## src/rtl/pirs_pkg.sv

```systemverilog
package pirs_pkg;
  localparam int unsigned EVENTS_DFLT    = 128;
  localparam int unsigned LINES_DFLT     = 16;
  localparam int unsigned FIRST_DFLT     = 4;
  localparam int unsigned FIELD_W_DFLT   = 8;
  localparam int unsigned PER_WORD_DFLT  = 4;
  localparam int unsigned ADDR_W_DFLT    = 2;
endpackage

```

## src/rtl/pirs_sel_regs.sv

```systemverilog
module pirs_sel_regs #(
  parameter int unsigned LINES    = 16,
  parameter int unsigned FIRST    = 4,
  parameter int unsigned FIELD_W  = 8,
  parameter int unsigned PER_WORD = 4,
  parameter int unsigned ADDR_W   = 2
) (
  input  logic                          clk,
  input  logic                          rst_n,
  input  logic                          wr_en,
  input  logic [ADDR_W-1:0]             addr,
  input  logic [FIELD_W*PER_WORD-1:0]   wdata,
  output logic [FIELD_W*PER_WORD-1:0]   rdata,
  output logic [LINES*FIELD_W-1:0]      sel_flat
);
  localparam int unsigned WORD_W    = FIELD_W * PER_WORD;
  localparam int unsigned WORDS     = LINES / PER_WORD;
  localparam int unsigned RSV_WORDS = FIRST / PER_WORD;

  for (genvar g = 0; g < LINES; g++) begin : g_line
    localparam int unsigned WIDX = g / PER_WORD;
    localparam int unsigned OFF  = (g % PER_WORD) * FIELD_W;
    if (g < FIRST) begin : g_rsv
      assign sel_flat[g*FIELD_W +: FIELD_W] = '0;
    end else begin : g_fld
      logic [FIELD_W-1:0] q;
      always_ff @(posedge clk) begin
        if (!rst_n)
          q <= '0;
        else if (wr_en && addr == ADDR_W'(WIDX))
          q <= wdata[OFF +: FIELD_W];
      end
      assign sel_flat[g*FIELD_W +: FIELD_W] = q;

      // the addressed byte lands in this line's field
      a_r4_field_load: assert property (@(posedge clk) disable iff (!rst_n)
        (wr_en && addr == ADDR_W'(WIDX)) |=> (q == $past(wdata[OFF +: FIELD_W])));
    end
  end

  always_comb begin
    rdata = '0;
    for (int w = 0; w < WORDS; w++)
      if (addr == ADDR_W'(w))
        rdata = sel_flat[w*WORD_W +: WORD_W];
  end

  // writes to reserved words leave all routing untouched
  a_r5_reserved_write: assert property (@(posedge clk) disable iff (!rst_n)
    (wr_en && int'(addr) < RSV_WORDS) |=> $stable(sel_flat));
endmodule

```

## src/rtl/pirs_edge.sv

```systemverilog
module pirs_edge #(
  parameter int unsigned N = 128
) (
  input  logic         clk,
  input  logic         rst_n,
  input  logic [N-1:0] ev_in,
  output logic [N-1:0] rise
);
  logic [N-1:0] ev_q;

  always_ff @(posedge clk) begin
    if (!rst_n) ev_q <= '0;
    else        ev_q <= ev_in;
  end

  assign rise = ev_in & ~ev_q;

  // a source cannot show a rise on two consecutive edges
  a_r7_single_rise: assert property (@(posedge clk) disable iff (!rst_n)
    (rise != '0) |=> ((rise & $past(rise)) == '0));
endmodule

```

## src/rtl/pirs_line_sel.sv

```systemverilog
module pirs_line_sel #(
  parameter int unsigned N       = 128,
  parameter int unsigned FIELD_W = 8
) (
  input  logic               clk,
  input  logic               rst_n,
  input  logic [N-1:0]       rise,
  input  logic [FIELD_W-1:0] sel,
  output logic               pulse
);
  localparam int unsigned IDX_W = $clog2(N);

  logic in_range;
  assign in_range = int'(sel) < N;

  always_ff @(posedge clk) begin
    if (!rst_n) pulse <= 1'b0;
    else        pulse <= in_range && rise[sel[IDX_W-1:0]];
  end

  // an out-of-range code never produces a pulse
  a_r6_disabled_code: assert property (@(posedge clk) disable iff (!rst_n)
    !in_range |=> !pulse);

  // with a steady selection the pulse lasts one cycle
  a_r3_one_cycle: assert property (@(posedge clk) disable iff (!rst_n)
    (pulse && $stable(sel)) |=> !pulse);
endmodule

```

## src/rtl/pri_irq_router.sv

```systemverilog
module pri_irq_router
  import pirs_pkg::*;
#(
  parameter int unsigned NUM_EVENTS = EVENTS_DFLT,
  parameter int unsigned LINES      = LINES_DFLT,
  parameter int unsigned FIRST      = FIRST_DFLT,
  parameter int unsigned FIELD_W    = FIELD_W_DFLT,
  parameter int unsigned PER_WORD   = PER_WORD_DFLT,
  parameter int unsigned ADDR_W     = ADDR_W_DFLT
) (
  input  logic                        clk,
  input  logic                        rst_n,
  input  logic [NUM_EVENTS-1:0]       events_i,
  input  logic                        cfg_wr_en,
  input  logic [ADDR_W-1:0]           cfg_addr,
  input  logic [FIELD_W*PER_WORD-1:0] cfg_wdata,
  output logic [FIELD_W*PER_WORD-1:0] cfg_rdata,
  output logic [LINES-1:0]            irq_o
);
  logic [LINES*FIELD_W-1:0] sel_flat;
  logic [NUM_EVENTS-1:0]    rise;

  pirs_sel_regs #(
    .LINES(LINES), .FIRST(FIRST), .FIELD_W(FIELD_W),
    .PER_WORD(PER_WORD), .ADDR_W(ADDR_W)
  ) i_regs (
    .clk(clk), .rst_n(rst_n), .wr_en(cfg_wr_en), .addr(cfg_addr),
    .wdata(cfg_wdata), .rdata(cfg_rdata), .sel_flat(sel_flat)
  );

  pirs_edge #(.N(NUM_EVENTS)) i_edge (
    .clk(clk), .rst_n(rst_n), .ev_in(events_i), .rise(rise)
  );

  for (genvar g = 0; g < LINES; g++) begin : g_out
    if (g < FIRST) begin : g_tied
      assign irq_o[g] = 1'b0;
    end else begin : g_routed
      pirs_line_sel #(.N(NUM_EVENTS), .FIELD_W(FIELD_W)) i_line (
        .clk(clk), .rst_n(rst_n), .rise(rise),
        .sel(sel_flat[g*FIELD_W +: FIELD_W]), .pulse(irq_o[g])
      );
    end
  end
endmodule

```

## config.mk

```make
export PLATFORM = sky130hd
export DESIGN_NAME = pri_irq_router
export DESIGN_NICKNAME = d
export VERILOG_FILES = /design/src/rtl/pirs_pkg.sv /design/src/rtl/pirs_sel_regs.sv /design/src/rtl/pirs_edge.sv /design/src/rtl/pirs_line_sel.sv /design/src/rtl/pri_irq_router.sv
export SDC_FILE = /design/constraint.sdc
export NUM_CORES = 1
export LEC_CHECK = 0
export BUFFER_PORTS_ARGS = -buffer_cell sky130_fd_sc_hd__clkbuf_2
export CAP_MARGIN = 20
export CORE_MARGIN = 2
export CORE_UTILIZATION = 23
export DETAILED_ROUTE_END_ITERATION = 8
export HOLD_SLACK_MARGIN = 0.02
export SLEW_MARGIN = 20
export SYNTH_ARGS = -nofsm -noshare
export SYNTH_HDL_FRONTEND = slang
export SYNTH_SLANG_ARGS = --single-unit
export TNS_END_PERCENT = 50
```

## constraint.sdc

```tcl
create_clock -name clk -period 2.2 [get_ports clk]
set_clock_uncertainty 0.05 [all_clocks]
set_input_delay 0.33 -clock clk [delete_from_list [all_inputs] [get_ports clk]]
set_output_delay 0.33 -clock clk [all_outputs]
set_load 0.02 [all_outputs]
```

==> summary.txt <==
Pwr
  • Power per cell area: 469.2 mW/mm^2
  • VDD IR max: 0.6628 mV
  • P_leak: 0.01384 uW
  • Power Total: 16820 uW

Synthesis
  • Post-synth EDFFs: 0
  • Seq cells post-synth: roughly 240
  • Synth Area in Compound Gates: 0.1585
  • Synth async-reset ratio: 0
  • Synth Area in XOR/XNOR: 0
  • Synth Cell Area: approximately 0.023 sq mm
  • Top_reg_cell synth: dfxtp_1
  • Mapped Cells: 2378
  • Adder-cell area share of the yosys netlist: 0
  • Sequential-to-total area share from yosys stat: 0.2058
  • Synth Area per Inst: 9.653 sq um
  • Largest family of logic cells by synthesized area: multiplexers
  • Multiplexer share of the synthesized area: 0.3753
  • Yosys warnings: 0
  • Synth cell types: 84
  • Fraction of the mapped netlist area in simple logic gates: 0.1913

Clock tree
  • TritonCTS clock tree: yes
  • Clk buf depth: 3
  • H-tree depth: 1
  • CTS Root Cell: clkbuf_16
  • Clk pin slew, worst setup/hold paths: 0.07 ns
  • Num CTS Buffers: 31
  • Number of clock sinks: 236
  • Clock Latency Late Sink: 0.65 ns

Placed design
  • Dpl hpwl: 119.9 mm
  • Routability cong.: about 1.1
  • # port buffers: roughly 210
  • Dpl cells: 4294

STA
  • Final-report setup violation count: 22
  • Final Hold Vio Count: 0
  • Fin. max-slew vios: 0
  • RSZ-0062 raised after global routing: true
  • Final min period: 2.601 ns
  • Post-route setup TNS: -2.769 ns
  • Fmax: 384.5 MHz
  • Setup ws final: -0.4006 ns
  • Fin crit share: 1.182
  • Relative slew slack: 0.3106
  • Slew of the pin with the lowest slew margin: 1.034 ns

Floorplan
  • Die height: 319.9 um
  • Initial Util: 0.2326
  • Die width: ~320 um
  • Io pins: around 210
  • Die ar.: 0.1023 sq mm
  • Std-Cell Core Area: 0.09871 sq mm
  • FP Rows: 115

Global route
  • First-pass GRT wire length: 207.2 mm
  • Initial antenna violation count: 6
  • Vias in the first global route: 25872
  • Total Routing Usage GR: 0.2858
  • Largest net degree at the start of global routing: just under 70
  • Gr ovfl total: 0

Job
  • Max-cap violations: 0

Drt
  • Routed wire per std cell: 32.81 um
  • Final WL: 149.9 mm
  • Post-route DRC: 0
  • Post-DRT Antenna Nets: 0
  • Initial DRC Count: ~2800
  • Iteration count of the initial detailed-routing pass: 6
  • Via density: 5.726
  • DR vias: around 26000

Setup path
  • Worst Path Max Fanout: 6
  • Crit path kind: reg -> reg
  • Critical Path RT: 2.66 ns
  • Setup crit end kind: flip-flop
  • Startpoint Class: flip-flop
  • Critical path arrival: 3.06 ns

Finish
  • Fillers: 10013
  • Nets: 3414
  • Core Util, Final: 0.3632
  • Layout cell share with drive strength beyond 1: 0.5134
  • Finished Layout Cells: 4567
  • Area growth from synthesis to layout: 56.18%

Outcome
  • Status: finished with violations
  • Failing checks: setup timing

Hold path
  • Hold Path Class: in -> reg
-- state kept, by name, summed over array words and instances, names as in the netlist --
name and count:
g_out.g_routed.i_line.pulse 12, i_regs.g_line.g_fld.q 96, i_edge.ev_q 128
-- final timing paths --
check                               startpoint                        endpoint  slack, ns  depth (start not counted)
hold reg to reg   i_regs.g_line[11].g_fld.q[7]    i_regs.g_line[11].g_fld.q[7]       0.42                          2
hold / removal                   events_i[116]                i_edge.ev_q[116]       0.07                          3
setup reg to reg   i_regs.g_line[5].g_fld.q[0]  g_out[5].g_routed.i_line.pulse      -0.40                          9
setup / recovery   i_regs.g_line[5].g_fld.q[0]  g_out[5].g_routed.i_line.pulse      -0.40                          9
-- worst max-delay path, stage by stage (launching register included) --
cell,delay [ns]
dfxtp_2,0.53
buf_4,0.21
buf_12,0.14
mux4_2,0.42
nor2_2,0.15
a2111oi_2,0.06
buf_4,0.17
o311ai_2,0.31
a21oi_2,0.09
a311o_1,0.33
-- Yosys cell counts, types with 6 or more instances --
cell type,instances,share of area
nand2_1,305,0.050
mux2i_1,72,0.031
a211o_1,15,0.0057
a211oi_1,33,0.011
mux4_2,320,0.31
nand3_1,21,0.0046
a221oi_1,8,0.0031
inv_1,26,0.0043
mux2_2,47,0.023
a22oi_1,6,0.0020
and2_1,136,0.037
buf_4,28,0.0092
a41oi_1,10,0.0038
a2111o_1,7,0.0034
buf_1,18,0.0029
o311ai_0,7,0.0027
dfxtp_1,236,0.21
nand2b_1,97,0.026
a2111oi_0,21,0.0080
o311a_1,7,0.0031
mux4_1,6,0.0069
o21ai_0,52,0.011
o2111ai_1,20,0.0076
a31oi_1,12,0.0033
nand3b_1,19,0.0062
nor3_1,16,0.0035
a22o_1,33,0.013
nor2b_1,110,0.030
a311o_1,11,0.0048
o21ai_1,6,0.0013
a21boi_0,98,0.032
o211ai_1,20,0.0065
buf_2,58,0.013
o22ai_1,14,0.0038
nor3b_1,24,0.0078
nor2_1,96,0.016
and3_1,8,0.0022
clkbuf_1,212,0.035
inv_2,12,0.0020
a21oi_1,39,0.0085
-- placed cells by master, fill, tap and decap left out, drive strengths merged, types with 97 or more instances in the layout --
cell type and n:
dlygate4sd3 159, buf 802, and2 137, nor2b 110, mux4 326, nand2 305, clkbuf 229, dfxtp 236
nand2b 97, a21boi 98
-- metrics by stage --
stage | setup slack (ns) | hold WS (ns) | instance area (sq um)
final | -0.4006 | 0.06594 | 35850
after global routing | -0.4465 | 0.04494 | 35840
after CTS | -0.3518 | 0.02559 | 35320
after detailed placement | -0.7385 | 0.4166 | 30890
after global placement | -0.7191 | 0.4027 | 30890
after floorplan | -0.07988 | 0.3935 | 23020
-- metal layers --
layer / routed length [um] / vias to the layer above / GRT usage
met5: 11 / - / 0
met4: 10960 / 2 / 0.1724
met3: 15110 / 446 / 0.07263
met2: 66540 / 1674 / 0.4453
met1: 57240 / 13279 / 0.3553
li1: - / 10748 / -
-- report_power, final --
part	switching, uW	internal [uW]	total, uW
logic	3230	3000	6230
clock network	2420	3490	5910
registers	198	4480	4680
total	5850	11000	16800
-- cells by family (layout without fill, tap and decap cells) --
family,Yosys count,count (layout)
AOI/OAI and AO/OA,476,476
buffers and inverters,363,1256
and+or+nand+nor,857,857
muxes,445,445
DFF,236,236
other,1,10
-- area by class of cell --
| class | instances | area [sq um] | share of cell area |
|---|---|---|---|
| Multi-Input combinational cell | 1782 | 17760 | 0.4954 |
| Tap cell | 1287 | 1610 | 0.04492 |
| Sequential cell | 236 | 4843 | 0.1351 |
| Timing Repair inverter | 1 | 11.26 | 0.0003141 |
| Antenna cell | 6 | 15.01 | 0.0004188 |
| Inverter | 40 | 207.7 | 0.005793 |
| Clock inverter | 24 | 342.8 | 0.009563 |
| Timing Repair Buffer | 1157 | 10250 | 0.2860 |
| Clock buffer | 34 | 807.0 | 0.02251 |
-- timing repair --
item | CTS | global route
pin swaps | 49 | 33
setup endpoints to repair | 33 | 31
hold buffers | 159 | 0
hold endpoints to repair | 217 | 0
gates resized for setup | 365 | 130
buffers inserted | 44 | 18
gates cloned | 2 | 0
(Power assumes the default switching activity.)
